==> config.mk <==
export PLATFORM = sky130hd
export DESIGN_NAME = tcap_channel
export DESIGN_NICKNAME = d
export VERILOG_FILES = /design/src/rtl/tcap_pkg.sv /design/src/rtl/tcap_edge_detect.sv /design/src/rtl/tcap_timebase.sv /design/src/rtl/tcap_capture_unit.sv /design/src/rtl/tcap_channel.sv
export SDC_FILE = /design/constraint.sdc
export NUM_CORES = 1
export LEC_CHECK = 0
export ABC_AREA = 1
export BUFFER_PORTS_ARGS = -buffer_cell sky130_fd_sc_hd__buf_2
export CAP_MARGIN = 20
export CELL_PAD_IN_SITES_DETAIL_PLACEMENT = 1
export CELL_PAD_IN_SITES_GLOBAL_PLACEMENT = 1
export CORE_MARGIN = 3
export CORE_UTILIZATION = 42
export CTS_CLUSTER_DIAMETER = 60
export DETAILED_ROUTE_END_ITERATION = 12
export GPL_TIMING_DRIVEN = 0
export PLACE_DENSITY_LB_ADDON = 0.1
export SLEW_MARGIN = 20
export SYNTH_ARGS = -nofsm -noshare
export SYNTH_HDL_FRONTEND = slang
export SYNTH_SLANG_ARGS = --single-unit
==> constraint.sdc <==
create_clock -name clk -period 2.25 [get_ports clk]
set_input_delay 0.225 -clock clk [delete_from_list [all_inputs] [get_ports clk]]
set_output_delay 0.225 -clock clk [all_outputs]
set_load 0.01 [all_outputs]
==> src/rtl/tcap_pkg.sv <==
package tcap_pkg;

    typedef enum logic [1:0] {
        EDGE_ANY   = 2'b00,
        EDGE_RISE  = 2'b01,
        EDGE_FALL  = 2'b10,
        EDGE_PULSE = 2'b11
    } edge_sel_e;

    localparam logic [1:0] MODE_CAPTURE = 2'b00;
    localparam logic [1:0] MODE_UP      = 2'b01;

endpackage

==> src/rtl/tcap_edge_detect.sv <==
module tcap_edge_detect #(
    parameter int STAGES = 2
) (
    input  logic clk,
    input  logic rst_n,
    input  logic pin_i,
    output logic rise_o,
    output logic fall_o
);
    // STAGES must be at least 2

    logic [STAGES-1:0] sync_d, sync_q;
    logic              prev_d, prev_q;

    always_comb begin
        sync_d = {sync_q[STAGES-2:0], pin_i};
        prev_d = sync_q[STAGES-1];
    end

    always_ff @(posedge clk or negedge rst_n) begin
        if (!rst_n) begin
            sync_q <= '0;
            prev_q <= 1'b0;
        end else begin
            sync_q <= sync_d;
            prev_q <= prev_d;
        end
    end

    assign rise_o = sync_q[STAGES-1] & ~prev_q;
    assign fall_o = ~sync_q[STAGES-1] & prev_q;

    // a sampled level change shows up as exactly one edge one cycle later
    a_r4_edge_onehot: assert property (@(posedge clk) disable iff (!rst_n)
        $onehot0({rise_o, fall_o}));
    a_r4_edge_follows_pin: assert property (@(posedge clk) disable iff (!rst_n)
        (sync_q[STAGES-1] != sync_q[STAGES-2]) |=> (rise_o || fall_o));

endmodule

==> src/rtl/tcap_timebase.sv <==
module tcap_timebase #(
    parameter int PRE_W = 16,
    parameter int CNT_W = 16
) (
    input  logic             clk,
    input  logic             rst_n,
    input  logic             enable_i,
    input  logic [PRE_W-1:0] prescale_i,
    output logic [CNT_W-1:0] count_o
);
    typedef struct packed {
        logic [PRE_W-1:0] pre;
        logic [CNT_W-1:0] cnt;
    } tb_state_t;

    tb_state_t st_d, st_q;
    logic      terminal;

    always_comb begin
        st_d     = st_q;
        terminal = (st_q.pre >= prescale_i);
        if (!enable_i) begin
            st_d.pre = '0;
            st_d.cnt = '0;
        end else if (terminal) begin
            st_d.pre = '0;
            st_d.cnt = st_q.cnt + 1'b1;
        end else begin
            st_d.pre = st_q.pre + 1'b1;
        end
    end

    always_ff @(posedge clk or negedge rst_n) begin
        if (!rst_n) st_q <= '0;
        else        st_q <= st_d;
    end

    assign count_o = st_q.cnt;

    // disabled channel holds the counter at zero
    a_r2_count_zero: assert property (@(posedge clk) disable iff (!rst_n)
        !enable_i |=> (count_o == '0));
    // counter only moves when the prescaler has run its full period
    a_r3_hold_between_ticks: assert property (@(posedge clk) disable iff (!rst_n)
        (enable_i && st_q.pre < prescale_i) |=> (count_o == $past(count_o)));
    a_r3_single_step: assert property (@(posedge clk) disable iff (!rst_n)
        (enable_i && st_q.pre >= prescale_i) |=> (count_o == $past(count_o) + 1'b1));

endmodule

==> src/rtl/tcap_capture_unit.sv <==
module tcap_capture_unit
    import tcap_pkg::*;
#(
    parameter int CNT_W = 16
) (
    input  logic             clk,
    input  logic             rst_n,
    input  logic             enable_i,
    input  logic [1:0]       mode_i,
    input  edge_sel_e        edge_sel_i,
    input  logic             irq_en_i,
    input  logic             irq_clr_i,
    input  logic             rise_i,
    input  logic             fall_i,
    input  logic [CNT_W-1:0] count_i,
    output logic [CNT_W-1:0] capture_o,
    output logic [CNT_W-1:0] events_o,
    output logic             irq_o
);
    typedef struct packed {
        logic [CNT_W-1:0] cap;
        logic [CNT_W-1:0] events;
        logic             armed;
        logic             irq;
        logic [3:0]       cfg;
    } cu_state_t;

    cu_state_t st_d, st_q;
    logic      any_edge;
    logic      fire;
    logic      cfg_changed;

    always_comb begin
        st_d        = st_q;
        any_edge    = rise_i | fall_i;
        st_d.cfg    = {mode_i, edge_sel_i};
        cfg_changed = (st_d.cfg != st_q.cfg);

        unique case (edge_sel_i)
            EDGE_ANY:   fire = any_edge;
            EDGE_RISE:  fire = rise_i;
            EDGE_FALL:  fire = fall_i;
            EDGE_PULSE: fire = any_edge & st_q.armed;
            default:    fire = 1'b0;
        endcase
        fire = fire & enable_i;

        if (!enable_i || cfg_changed || edge_sel_i != EDGE_PULSE) begin
            st_d.armed = 1'b0;
        end else if (any_edge) begin
            st_d.armed = ~st_q.armed;
        end

        if (fire) st_d.cap = count_i;

        if (!enable_i) begin
            st_d.events = '0;
        end else if (fire && mode_i == MODE_UP) begin
            st_d.events = st_q.events + 1'b1;
        end

        if (!enable_i) begin
            st_d.irq = 1'b0;
        end else if (fire && irq_en_i) begin
            st_d.irq = 1'b1;
        end else if (irq_clr_i) begin
            st_d.irq = 1'b0;
        end
    end

    always_ff @(posedge clk or negedge rst_n) begin
        if (!rst_n) st_q <= '0;
        else        st_q <= st_d;
    end

    assign capture_o = st_q.cap;
    assign events_o  = st_q.events;
    assign irq_o     = st_q.irq;

    // disabled channel clears the event counter and the flag
    a_r2_disabled_quiet: assert property (@(posedge clk) disable iff (!rst_n)
        !enable_i |=> (events_o == '0 && !irq_o));
    // no edge from the detector means the capture register is untouched
    a_r4_no_edge_no_capture: assert property (@(posedge clk) disable iff (!rst_n)
        (!rise_i && !fall_i) |=> $stable(capture_o));
    // a rising-edge event latches the counter value of that cycle
    a_r4_rise_latch: assert property (@(posedge clk) disable iff (!rst_n)
        (enable_i && edge_sel_i == EDGE_RISE && rise_i) |=> (capture_o == $past(count_i)));
    // up mode with any-edge events counts each edge once
    a_r6_up_step: assert property (@(posedge clk) disable iff (!rst_n)
        (enable_i && mode_i == MODE_UP && edge_sel_i == EDGE_ANY && (rise_i || fall_i))
        |=> (events_o == $past(events_o) + 1'b1));
    a_r6_no_edge_hold: assert property (@(posedge clk) disable iff (!rst_n)
        (enable_i && !rise_i && !fall_i) |=> $stable(events_o));
    // the flag holds unless cleared or disabled
    a_r7_irq_sticky: assert property (@(posedge clk) disable iff (!rst_n)
        (irq_o && enable_i && !irq_clr_i) |=> irq_o);
    a_r7_no_irq_when_masked: assert property (@(posedge clk) disable iff (!rst_n)
        (!irq_o && !irq_en_i) |=> !irq_o);

endmodule

==> src/rtl/tcap_channel.sv <==
module tcap_channel
    import tcap_pkg::*;
#(
    parameter int PRE_W       = 16,
    parameter int CNT_W       = 16,
    parameter int SYNC_STAGES = 2
) (
    input  logic             clk,
    input  logic             rst_n,
    input  logic             enable_i,
    input  logic [1:0]       mode_i,
    input  logic [1:0]       edge_sel_i,
    input  logic             irq_en_i,
    input  logic [PRE_W-1:0] prescale_i,
    input  logic             irq_clr_i,
    input  logic             pin_i,
    output logic [CNT_W-1:0] capture_o,
    output logic [CNT_W-1:0] event_count_o,
    output logic             irq_o
);
    logic             rise;
    logic             fall;
    logic [CNT_W-1:0] count;
    edge_sel_e        edge_sel;

    assign edge_sel = edge_sel_e'(edge_sel_i);

    tcap_edge_detect #(.STAGES(SYNC_STAGES)) u_edge (
        .clk    (clk),
        .rst_n  (rst_n),
        .pin_i  (pin_i),
        .rise_o (rise),
        .fall_o (fall)
    );

    tcap_timebase #(.PRE_W(PRE_W), .CNT_W(CNT_W)) u_timebase (
        .clk        (clk),
        .rst_n      (rst_n),
        .enable_i   (enable_i),
        .prescale_i (prescale_i),
        .count_o    (count)
    );

    tcap_capture_unit #(.CNT_W(CNT_W)) u_capture (
        .clk        (clk),
        .rst_n      (rst_n),
        .enable_i   (enable_i),
        .mode_i     (mode_i),
        .edge_sel_i (edge_sel),
        .irq_en_i   (irq_en_i),
        .irq_clr_i  (irq_clr_i),
        .rise_i     (rise),
        .fall_i     (fall),
        .count_i    (count),
        .capture_o  (capture_o),
        .events_o   (event_count_o),
        .irq_o      (irq_o)
    );

    // outputs are zero in the first cycle after reset release
    a_r1_reset_quiet: assert property (@(posedge clk)
        $rose(rst_n) |-> (capture_o == '0 && event_count_o == '0 && !irq_o));

endmodule

# == Word-level counts from Yosys, hierarchy flattened ==
# Index checks and enable logic that the tools add are counted.
# Widths: inputs -> output; s select.
# totals
out_inout_bits,33
regBits,73
elab_cells,48
inputBits,26
# classes
n_mux,11
reduce_logical,7
eq_ne,9
n_bitwise,8
magnitude_cmp,1
add_sub_neg,3
# op_table
op,count
$mux 16,4
$add 16x1->16 const B,3
$mux 32,1
$ge 16x16->1,1
$mux 1,5
$and 1x1->1,4
$eq 2x1->1 const B,2
$eq 2x2->1 const B,2
$ne 2x1->1 const B,2
$ne 4x4->1,1
$pmux 1 s4,1
$ne 3x1->1 const B,1
$not 1->1,3
$logic_and 1x1->1,2
$logic_not 2->1,1
$logic_or 1x1->1,2
$ne 2x2->1 const B,1
$reduce_bool 2->1,1
$logic_not 1->1,1
$or 1x1->1,1

# == Longest topological paths before layout ==
# Gate-level depths: netlist of run 1.
# logic_depth
depth_word,9
depth_mapped,14
mapped_depth_nobuf,13

# == By module ==
# Synthesis of run 1 repeated with hierarchy kept, for this count alone.
# unflattened
cells_unflattened,633
area_unflattened_um2,4698.3
# by_module_without_submodules
mod,cells_each,seq_area_each_um2,area_each_um2,n_inst
tcap_timebase,347,800.8,2438.6,1
tcap_capture_unit,279,950.9,2169.6,1
tcap_edge_detect,7,75.1,90.1,1

# == Worst setup path after synthesis of run 1 ==
# OpenSTA, ideal clock, no wires.
# synth_path
path_type,register to register
start,reg u_timebase.st_q[27] in the netlist's numbering
end,reg u_timebase.st_q (netlist bit u_timebase.count_o[15])
synth_period_minus_slack_ns,1.658
arrival_time_ns,1.541
setup_ns,0.117
path_stages_with_launch,9
n_path_buf,1
setup_slack_ns,0.592
t_required_ns,2.133
path_cell_list,dfrtp_1 > ha_1 > a21oi_1 > o21ai_0 > a21oi_4 > nand2_2 > buf_2 > nand2_1 > nand2_1
# synth_via
elab_chain_cells,2
# synth_rtl
element,line,source
from (decl),tcap_timebase.sv:16,"tb_state_t st_d, st_q;"
from (signal assigned),tcap_timebase.sv:35,else st_q <= st_d;
$ge 16x16->1,tcap_timebase.sv:21,terminal = (st_q.pre >= prescale_i);
$ne 2x1->1 (no source line),n/a,
# Every way passes these cells.
# A chain may end at the register's enable or synchronous reset.

# == Final worst setup path of run 1 ==
# layout_path
start,reg u_edge.prev_q
end,reg u_capture.st_q (netlist bit u_capture.events_o[10])
# layout_via
elab_chain_cells,8
elab_cells_between_ends,9
cone_classes,1 x eq/ne; 1 x mux; 6 x bitwise; 1 x reduce/logical
# layout_rtl
element,line,source
from (decl),tcap_edge_detect.sv:13,"logic prev_d, prev_q;"
from (signal assigned),tcap_edge_detect.sv:26,prev_q <= prev_d;
$not 1->1,tcap_edge_detect.sv:30,assign rise_o = sync_q[STAGES-1] & ~prev_q;
$and 1x1->1,tcap_edge_detect.sv:30,
$or 1x1->1,tcap_capture_unit.sv:35,any_edge = rise_i | fall_i;
$and 1x1->1,tcap_capture_unit.sv:43,EDGE_PULSE: fire = any_edge & st_q.armed;
$pmux 1 s4 *,tcap_capture_unit.sv:39,unique case (edge_sel_i)
$and 1x1->1 *,tcap_capture_unit.sv:46,fire = fire & enable_i;
$logic_and 1x1->1 *,tcap_capture_unit.sv:58,end else if (fire && mode_i == MODE_UP) begin
$ne 2x1->1 (no source line) *,n/a,
to (signal assigned),tcap_capture_unit.sv:73,else st_q <= st_d;
to (decl),tcap_capture_unit.sv:28,"cu_state_t st_d, st_q;"
# Every way passes the cells marked *; elsewhere a longest branch is shown, timed or not.

==> impl_results.md, run 1 <==
- Setup violations, final: 0
- CTS Buffer Depth: 2
- Pin count of the biggest net entering global routing: 52
- CP dominant cell by count: nand2_1
- Core Area: between 9000 and 10000 um2
- Die W: 109 um
- Netlist cell types: 35
- Post-synth top flop: dfrtp_1
- P_int: roughly 2.2 mW
- FILL cells: ~1.3k
- First-pass iteration count of the detailed router: 4
- CP peak stage delay: 0.36 ns
- Worst-Margin Slew: a little under 0.6 ns
- Synthesized instance count: just under 600
- First-pass GRT wire length: a little under 20000 um
- Ys Warns: 0
- Critical path startpoint category: register
- Fin util: between 50 and 60%
- Setup TNS: 0 ns
- Most frequent cell after synthesis: nand2_1
- Bufs and invs on worst path: 2
- Crit. End Element: register
- Ports: 59
- Post-CTS Setup Bufs: 0
- Crit path required time: around 2.6 ns
- Worst hold slack: ~0.028 ns
- Pwr Total: between 2 and 3 mW
- CP max FO: 10
- Net Sw Frac: ~25%
- ANT nets after route: 0
- Fin. max-slew vios: 0
- DRC Markers: 0
- Largest area contributor in the netlist: dfrtp_1
- Worst clock skew: ~0.0084 ns
- Initial antenna violation count: 0
- Die area: roughly 12000 um2
- GRT Residual Overflow: 0
- Top Family by Delay on Critical Path: simple AND/OR/NAND/NOR gates
- GRT Util Overall: approximately a fifth
- CP cell instances: inv_1, ha_1, nor2_1, nand3_1, nand2_1, nand2_1, nor2_1, buf_4, nand4_1, nand2_1
- Worst slew margin: between 60 and 70%
- Num CTS Buffers: 9
- Detailed Route WL: between 10000 and 15000 um
- Number of global-route vias before repair: between 4k and 5k
- Final period util: between 90% and 100%
- Max-Cap Viols: 0
- P_leak: between 2 and 3 nW
- PwrDens: approximately 560 nW/um2
- Cell area after layout: 5190 um2
- Run status: finished clean
- TritonCTS sink count: 73
- Clock Latency Late Sink: between 0.3 and 0.4 ns
- Tmin final: around 2.1 ns
- EDFF count, synth: 0
- Hold WC Path Type: input port to register
- Diodes inserted: 0
- R2R depth: 10
- Dominant cells by area after synthesis: dfrtp_1 (41%), nand2_1 (14%), nand3_1 (6.3%)
- Clock share of power: between 40 and 50%
- Asr flop ratio synth: 100%
- Worst EP arrival: 2.36 ns
- Mapped Avg Cell Area: between 7 and 8 um2
- Fmax: 486 MHz
- Final-stage net count: just over 700
- P&R area growth vs syn: 17.1%
- RSZ-0062 raised after global routing: false
- Combinational power share: 8.9%
- Height of the die: roughly 110 um
- CTS root buffer: clkbuf_8
- Rows: 36
- GPL Wtd Cong: a little over 0.8
- Kind of critical path: register to register
- Synth cell count leaders: nand2_1 (161), dfrtp_1 (73), nor2_1 (73), inv_1 (60), nand3_1 (56)
- Worst-path clk slew: 0.08 ns
- Buffers added on ports: 58
- Iter 0 DRT Violations: 198
- Routed WL per cell: approximately 15 um
- Worst Hold Path Cells: 1
- WP depth: 10
- Top cell type's share of synthesized area: around two fifths
- Final hold violations: 0
- Number of vias per cell: 5.01
- H-tree lvl count: 3
- TritonCTS clock tree: done
- Syn Nets: 637
- Layout cells sized above 1: just under 20%
- Slowest library cell on the worst path: dfrtp_1
- Dpl hpwl: 8660 um
- Post-Syn Area: around 4400 um2
- Post-place instance area: between 4000 and 5000 um2
- Part of the Yosys area used for sequential elements: between 40% and 50%
- Yosys reg bits: 73
- Total number of vias: ~4.0k
- Worst vdd ir: approximately 0.00034 V
- Switching power: between 700 and 800 uW
- Flop pwr share: a little under half
- Starting Density: around 44%
## through the flow
stage,std cells,setup WS [ns]
finish,800,0.192
global route,800,0.0289
CTS,800,0.160
detailed placement,782,0.185
global placement,781,0.247
floorplan,590,0.592
## power by group through the flow
stage / clock [mW] / sequential [mW] / combinational [mW]
2_1_floorplan: 0 / 1.38 / 0.143
6_report: 1.30 / 1.36 / 0.259
3_5_place_dp: 0 / 1.39 / 0.260
3_3_place_gp: 0 / 1.39 / 0.243
4_1_cts: 1.31 / 1.36 / 0.266
5_1_grt: 1.38 / 1.37 / 0.295
## worst paths after layout
path                                             from                            endpoint  slack (ns)
setup / recovery              u_edge.prev_q$_DFF_PN0_  u_capture.events_o[10]$_DFFE_PN0P_        0.19
hold / removal                          edge_sel_i[1]         u_capture.st_q[1]$_DFF_PN0_        0.03
setup reg to reg              u_edge.prev_q$_DFF_PN0_  u_capture.events_o[10]$_DFFE_PN0P_        0.19
hold reg to reg            u_edge.sync_q[0]$_DFF_PN0_          u_edge.sync_q[1]$_DFF_PN0_        0.36
max in group asynchronous                       rst_n   u_timebase.count_o[2]$_DFFE_PN0P_        1.37
min in group asynchronous                       rst_n   u_timebase.count_o[8]$_DFFE_PN0P_        0.31
## layout make-up
| type | count | area (um2) | share of cell area [%] |
|---|---|---|---|
| buffer | 47 | 315 | 6.07 |
| clock buffer | 10 | 138 | 2.65 |
| clock inverter | 5 | 104 | 2.00 |
| inverter | 61 | 229 | 4.41 |
| multi-input combinational | 409 | 2070 | 39.8 |
| sequential | 73 | 1830 | 35.2 |
| tap | 133 | 166 | 3.20 |
| timing repair buffer | 62 | 350 | 6.74 |
## routing by layer
metal	GRT usage, %	routed length (um)
met4	7.94	230
met2	35.6	5560
met1	27.1	5410
met3	2.96	410
met5	0	0
## layout by cell type, fill, tap and decap left out, types with 13 or more instances in the layout
cell type | synthesis | final
buf_2 | 8 | 65
inv_1 | 60 | 60
nor2_1 | 73 | 73
nand4_1 | 22 | 22
nand3_1 | 56 | 56
nand2_1 | 161 | 161
buf_4 | 34 | 35
o21ai_0 | 20 | 20
dfrtp_1 | 73 | 73
xor2_1 | 13 | 13
ha_1 | 21 | 21
## logic make-up (layout without fill, tap and decap cells)
logic type / after synthesis / in the layout / synth area share, %
flops: 73 / 73 / 41.2
xor+xnor: 18 / 18 / 3.55
compound gates: 39 / 39 / 5.16
buf+inv: 108 / 185 / 12.2
simple gates: 331 / 331 / 31.9
fa+ha+maj: 21 / 21 / 5.92
## registers in the layout, indices dropped and copies added (netlist names)
signal               flops
u_capture.capture_o     16
u_capture.events_o      16
u_timebase.count_o      16
u_timebase.st_q         16
u_capture.st_q           5
u_edge.sync_q            2
u_capture.irq_o          1
u_edge.prev_q            1
## repair_timing
| item | 4_1_cts | 5_1_grt |
|---|---|---|
| setup endpoints to repair | 0 | 3 |
| gates resized for setup | 0 | 2 |
| hold buffers | 3 | 0 |
| endpoints found under the hold margin | 24 | 0 |
Power figures use the tool's default switching activity.
==> run 2, diff against run 1 <==
==> constraint.sdc (replaced) <==
create_clock -name clk -period 2.25 [get_ports clk]
set_input_delay 0.5625 -clock clk [delete_from_list [all_inputs] [get_ports clk]]
set_output_delay 0.5625 -clock clk [all_outputs]
set_load 0.01 [all_outputs]
==> run 2 against run 1 <==
Effect of this change:
- sequential power hardly changed
- flip-flop and latch count is the same
- setup slack better by 0.0022 ns
- hold slack improved by 0.074 ns
- combinational power shrank 2%
- largest cell class unchanged
- via count fell by 0.97%
- clock skew increased by 0.00089 ns
- die area unchanged
- total power down 0.31%
- clock power about the same
==> impl_results.md, run 2 (synthesis gave the netlist of run 1 again) <==
- Post-CTS Setup Bufs: 0 (unchanged)
- RSZ-0062 raised after global routing: false (unchanged)
- Worst EP arrival: 2.36 ns (about the same)
- GPL Wtd Cong: 0.819 (unchanged)
- Dpl hpwl: 8660 um (unchanged)
- Dpl cells: 782 (unchanged)
- Worst-path clk slew: 0.08 ns (about the same)
- Iter 0 DRT Violations: 204 (was 198)
- DRC Markers: 0 (unchanged)
- H-tree lvl count: 3 (unchanged)
- P_leak: 2.72 nW (was 2.73 nW)
- Rows: 36 (unchanged)
- TritonCTS clock tree: done (unchanged)
- Worst-Margin Slew: 0.574 ns (was 0.582 ns)
- Top Family by Delay on Critical Path: simple AND/OR/NAND/NOR gates (unchanged)
- Pin count of the biggest net entering global routing: 52 (unchanged)
- Critical path startpoint category: register (unchanged)
- First-pass GRT wire length: 19500 um (was 19600 um)
- GRT Util Overall: 20.8% (was 21.0%)
- Pwr Total: 2.91 mW (was 2.92 mW)
- GRT Residual Overflow: 0 (unchanged)
- Buffers added on ports: 58 (unchanged)
- ANT nets after route: 0 (unchanged)
- Die area: 11800 um2 (unchanged)
- R2r endpoint: u_capture.events_o[10]$_DFFE_PN0P_ (unchanged)
- Bufs and invs on worst path: 2 (unchanged)
- First-pass iteration count of the detailed router: 4 (unchanged)
- Most common cell after layout, fill and taps aside: nand2_1 (unchanged)
- Crit path required time: 2.55 ns (about the same)
- CTS root buffer: clkbuf_8 (unchanged)
- Setup crit start: u_edge.prev_q$_DFF_PN0_ (unchanged)
- CP cell instances: inv_1, ha_1, nor2_1, nand3_1, nand2_1, nand2_1, nor2_1, buf_4, nand4_1, nand2_1 (unchanged)
- Diodes inserted: 0 (unchanged)
- R2R depth: 10 (unchanged)
- Max-Cap Viols: 0 (unchanged)
- CP dominant cell by count: nand2_1 (unchanged)
- Starting Density: 44.4% (unchanged)
- Worst slew margin: 61.7% (was 61.2%)
- Setup violations, final: 0 (unchanged)
- Worst setup path end: u_capture.events_o[10]$_DFFE_PN0P_ (unchanged)
- Kind of critical path: register to register (unchanged)
- Final-stage net count: 707 (was 710)
- Finished Layout Cells: 797 (was 800)
- Initial antenna violation count: 0 (unchanged)
- Fmax: 486 MHz (about the same)
- Number of global-route vias before repair: 4142 (was 4160)
- PwrDens: 564 nW/um2 (was 562 nW/um2)
- Crit. End Element: register (unchanged)
- TritonCTS sink count: 73 (unchanged)
- Worst hold slack: 0.103 ns (was 0.0281 ns)
- Pre-CTS setup slack: -0.0363 ns (was 0.185 ns)
- Ports: 59 (unchanged)
- WP depth: 10 (unchanged)
- Fin worst setup slack: 0.194 ns (was 0.192 ns)
- Fin. max-slew vios: 0 (unchanged)
- Height of the die: 109 um (unchanged)
- Number of vias per cell: 4.98 (was 5.01)
- Final period util: 91.4% (was 91.5%)
- CP peak stage delay: 0.36 ns (about the same)
- Core Area: 10000 um2 (unchanged)
- Fin util: 51.7% (was 52.0%)
- Setup TNS: 0 ns (unchanged)
- Post-place instance area: 4920 um2 (unchanged)
- Hold WC Path Type: input port to async pin (was input port to register)
- Final hold violations: 0 (unchanged)
- Detailed Route WL: 11500 um (was 11600 um)
- Slowest library cell on the worst path: dfrtp_1 (unchanged)
- Routed WL per cell: 14.5 um (about the same)
- Run status: finished clean (unchanged)
- Reg-to-reg startpoint: u_edge.prev_q$_DFF_PN0_ (unchanged)
- Post-cts hold buffer count: 0 (was 3)
- FF-to-FF setup slack: 0.19 ns (about the same)
- Tmin final: 2.06 ns (about the same)
- Clock Latency Late Sink: 0.36 ns (about the same)
- Layout cells sized above 1: 19.6% (was 19.5%)
- Num CTS Buffers: 9 (unchanged)
- Worst clock skew: 0.00931 ns (was 0.00842 ns)
- Commonest cells after routing, fill and taps aside: nand2_1 (161), nor2_1 (73), dfrtp_1 (73), buf_2 (65), inv_1 (60) (unchanged)
- Worst vdd ir: 0.000334 V (was 0.000335 V)
- Total number of vias: 3971 (was 4010)
- Die W: 109 um (unchanged)
- Cell area after layout: 5160 um2 (was 5190 um2)
- CTS Buffer Depth: 2 (unchanged)
- CP max FO: 10 (unchanged)
- P&R area growth vs syn: 16.4% (was 17.1%)
-- run 2: worst min-delay path by stage --
stage,end,cells after the start,start
after CTS,u_capture.capture_o[9]$_DFFE_PN0P_,1,rst_n
after global routing,u_capture.capture_o[9]$_DFFE_PN0P_,1,rst_n
after detailed placement,u_edge.sync_q[1]$_DFF_PN0_,0,u_edge.sync_q[0]$_DFF_PN0_
final,u_timebase.count_o[8]$_DFFE_PN0P_,1,rst_n
after floorplan,u_capture.capture_o[0]$_DFFE_PN0P_,0,rst_n
after global placement,u_edge.sync_q[1]$_DFF_PN0_,0,u_edge.sync_q[0]$_DFF_PN0_
-- run 2: report_power, final --
| group | switching (mW) | leakage (nW) | internal (mW) |
|---|---|---|---|
| registers | 0.0247 | 0.997 | 1.34 |
| clock network | 0.531 | 0.122 | 0.761 |
| logic | 0.160 | 1.60 | 0.0945 |
| total | 0.716 | 2.72 | 2.20 |
-- run 2: cell type report --
type / count / area, um2
Buffer: 47 / 315
Clock buffer: 10 / 138
Clock inverter: 5 / 104
Fill cell: 1328 / 4830
Inverter: 61 / 229
Multi-Input combinational cell: 409 / 2070
Sequential cell: 73 / 1830
Tap cell: 133 / 166
Timing Repair Buffer: 59 / 320
-- run 2: layer usage --
layer | global-route usage, % | routed length (um)
met3 | 2.90 | 373
met1 | 27.1 | 5370
met2 | 35.6 | 5620
met5 | 0 | 0
met4 | 7.39 | 180
-- run 2: what timing repair did --
item / CTS / global route
endpoints found under the hold margin: 0 / 0
resized for setup: 0 / 2
endpoints found under the setup margin: 0 / 3
==> run 3, diff against run 2 <==
--- a/config.mk
+++ b/config.mk
@@ -11,7 +11,7 @@
 export CELL_PAD_IN_SITES_DETAIL_PLACEMENT = 1
 export CELL_PAD_IN_SITES_GLOBAL_PLACEMENT = 1
 export CORE_MARGIN = 3
-export CORE_UTILIZATION = 42
+export CORE_UTILIZATION = 38
 export CTS_CLUSTER_DIAMETER = 60
 export DETAILED_ROUTE_END_ITERATION = 12
 export GPL_TIMING_DRIVEN = 0
==> constraint.sdc (replaced) <==
create_clock -name clk -period 1.7 [get_ports clk]
set_input_delay 0.425 -clock clk [delete_from_list [all_inputs] [get_ports clk]]
set_output_delay 0.425 -clock clk [all_outputs]
set_load 0.01 [all_outputs]
==> run 3 against run 2 <==
Effect of this change:
- the run now ends with negative setup slack left
- global-route usage fell by 1.5 points
- routed wire length rose by 5.3%
- flip-flop and latch count did not move
- sequential power rose by 33%
- setup slack got worse by 0.23 ns
- fmax rose by 19%
- clock power rose by 47%
- combinational power rose by 57%
- total power rose by 41%
==> impl_results.md, run 3 (synthesis gave the netlist of run 1 again) <==
- R2R depth: 12 (was 10)
- Detailed Route WL: 12200 um (was 11500 um)
- Worst slew margin: 62.6% (was 61.7%)
- Final-stage net count: 731 (was 707)
- Routed WL per cell: 14.7 um (was 14.5 um)
- TritonCTS clock tree: done (unchanged)
- Buffers added on ports: 58 (unchanged)
- FF-to-FF setup slack: -0.03 ns (was 0.19 ns)
- Fin util: 50.1% (was 51.7%)
- CP dominant cell by count: nand2_1 (unchanged)
- ANT nets after route: 0 (unchanged)
- Height of the die: 114 um (was 109 um)
- H-tree lvl count: 3 (unchanged)
- Final hold violations: 0 (unchanged)
- Most common cell after layout, fill and taps aside: nand2_1 (unchanged)
- Worst-path clk slew: 0.06 ns (was 0.08 ns)
- Layout cells sized above 1: 25.7% (was 19.6%)
- P_leak: 2.90 nW (was 2.72 nW)
- Kind of critical path: register to register (unchanged)
- Fin worst setup slack: -0.0313 ns (was 0.194 ns)
- Ports: 59 (unchanged)
- Num CTS Buffers: 9 (unchanged)
- Worst vdd ir: 0.000412 V (was 0.000334 V)
- Tmin final: 1.73 ns (was 2.06 ns)
- Commonest cells after routing, fill and taps aside: nand2_1 (148), dfrtp_1 (72), nor2_1 (69), buf_2 (62), inv_1 (59) (was nand2_1 (161), nor2_1 (73), dfrtp_1 (73), buf_2 (65), inv_1 (60))
- First-pass GRT wire length: 20300 um (was 19500 um)
- Initial antenna violation count: 0 (unchanged)
- Die W: 114 um (was 109 um)
- Pwr Total: 4.10 mW (was 2.91 mW)
- Total number of vias: 4112 (was 3971)
- Slowest library cell on the worst path: dfrtp_1 (unchanged)
- TritonCTS sink count: 73 (unchanged)
- Final period util: 102% (was 91.4%)
- CTS Buffer Depth: 2 (unchanged)
- Worst-Margin Slew: 0.560 ns (was 0.574 ns)
- Setup violations, final: 17 (was 0)
- Starting Density: 39.9% (was 44.4%)
- R2r endpoint: u_timebase.count_o[9]$_DFFE_PN0P_ (was u_capture.events_o[10]$_DFFE_PN0P_)
- Core Area: 11100 um2 (was 10000 um2)
- Dpl hpwl: 8610 um (was 8660 um)
- Rows: 38 (was 36)
- Diodes inserted: 0 (unchanged)
- Worst clock skew: 0.00627 ns (was 0.00931 ns)
- Worst setup path end: u_timebase.count_o[9]$_DFFE_PN0P_ (was u_capture.events_o[10]$_DFFE_PN0P_)
- GPL Wtd Cong: 0.846 (was 0.819)
- DRC Markers: 0 (unchanged)
- Run status: finished with violations (was finished clean)
- P&R area growth vs syn: 25.7% (was 16.4%)
- CTS root buffer: clkbuf_16 (was clkbuf_8)
- Pin count of the biggest net entering global routing: 51 (was 52)
- CP max FO: 10 (unchanged)
- First-pass iteration count of the detailed router: 4 (unchanged)
- PwrDens: 736 nW/um2 (was 564 nW/um2)
- Hold WC Path Type: input port to register (was input port to async pin)
- Fin. max-slew vios: 0 (unchanged)
- Crit. End Element: register (unchanged)
- Worst EP arrival: 1.96 ns (was 2.36 ns)
- GRT Residual Overflow: 0 (unchanged)
- RSZ-0062 raised after global routing: true (was false)
- Die area: 13000 um2 (was 11800 um2)
- Number of vias per cell: 4.96 (was 4.98)
- CP peak stage delay: 0.40 ns (was 0.36 ns)
- Setup crit start: u_timebase.st_q[17]$_DFF_PN0_ (was u_edge.prev_q$_DFF_PN0_)
- CP cell instances: ha_1, nand2_1, nor2_1, nor2_1, nand2_1, nand2_1, nand2_2, nand2_4, nand2_4, buf_8, nand2_1, nand2_1 (was inv_1, ha_1, nor2_1, nand3_1, nand2_1, nand2_1, nor2_1, buf_4, nand4_1, nand2_1)
- Fmax: 578 MHz (was 486 MHz)
- Max-Cap Viols: 0 (unchanged)
- FILL cells: 1386 (was 1328)
- Critical path startpoint category: register (unchanged)
- Failing checks: negative setup slack
- Reg-to-reg startpoint: u_timebase.st_q[17]$_DFF_PN0_ (was u_edge.prev_q$_DFF_PN0_)
- Clock Latency Late Sink: 0.34 ns (was 0.36 ns)
- Number of global-route vias before repair: 4183 (was 4142)
- Crit path required time: 1.93 ns (was 2.55 ns)
- GRT Util Overall: 19.4% (was 20.8%)
- Iter 0 DRT Violations: 158 (was 204)
-- run 3: timing repair --
action,in CTS,in global routing
gates resized for setup,25,25
endpoints found under the setup margin,61,61
gates cloned,2,2
hold buffers,1,0
setup buffers,9,10
endpoints found under the hold margin,17,0
pin swaps,2,8
-- run 3: area by class of cell --
cell class / instances / area [um2] / area share (%)
clock buffer: 14 / 284 / 5.10
tap: 140 / 175 / 3.14
buffer: 47 / 357 / 6.40
timing repair buffer: 83 / 505 / 9.07
sequential: 73 / 1830 / 32.8
multi-input combinational: 409 / 2190 / 39.2
inverter: 61 / 229 / 4.11
clock inverter: 2 / 10.0 / 0.180
-- run 3: through the flow --
step	cell area, um2	setup TNS (ns)	hold WS (ns)	setup WS, ns	instances
4_1_cts	5400	-0.385	0.175	-0.0365	817
6_report	5570	-0.267	0.186	-0.0313	829
3_5_place_dp	4930	-15.20	0.343	-0.506	789
5_1_grt	5570	-4.25	0.181	-0.151	829
2_1_floorplan	4440	0	0.129	0.00344	590
3_3_place_gp	4900	-36.71	0.334	-0.446	788
-- run 3: worst min path at each step --
| stage | to | cells past startpoint | from | slack [ns] |
|---|---|---|---|---|
| after detailed placement | u_edge.sync_q[1]$_DFF_PN0_ | 0 | u_edge.sync_q[0]$_DFF_PN0_ | 0.34 |
| after CTS | u_edge.sync_q[0]$_DFF_PN0_ | 1 | pin_i | 0.17 |
| after global routing | u_edge.sync_q[0]$_DFF_PN0_ | 1 | pin_i | 0.18 |
| final | u_edge.sync_q[0]$_DFF_PN0_ | 1 | pin_i | 0.19 |
| after floorplan | u_capture.capture_o[0]$_DFFE_PN0P_ | 0 | rst_n | 0.13 |
| after global placement | u_edge.sync_q[1]$_DFF_PN0_ | 0 | u_edge.sync_q[0]$_DFF_PN0_ | 0.33 |
-- run 3: where the power goes --
| group | switching, mW | leakage [nW] | internal (mW) |
|---|---|---|---|
| clock network | 0.744 | 0.149 | 1.14 |
| logic | 0.235 | 1.76 | 0.166 |
| registers | 0.0333 | 0.995 | 1.78 |
| total | 1.01 | 2.90 | 3.09 |
-- run 3: worst max-delay path: cells and delay by family (launching register included) --
kind          cells  cell delay [ns]
simple gates     10             0.74
flops             1             0.40
fa+ha+maj         1             0.31
buf+inv           1             0.16
-- run 3: per-layer routing --
metal / track usage [%] / part of all wire (%) / vias to the layer above
li1: - / - / 2055
met1: 25.9 / 47 / 1970
met2: 31.7 / 48 / 74
met3: 3.13 / 3.5 / 13
met4: 7.28 / 1.6 / 0
met5: 0 / 0 / -
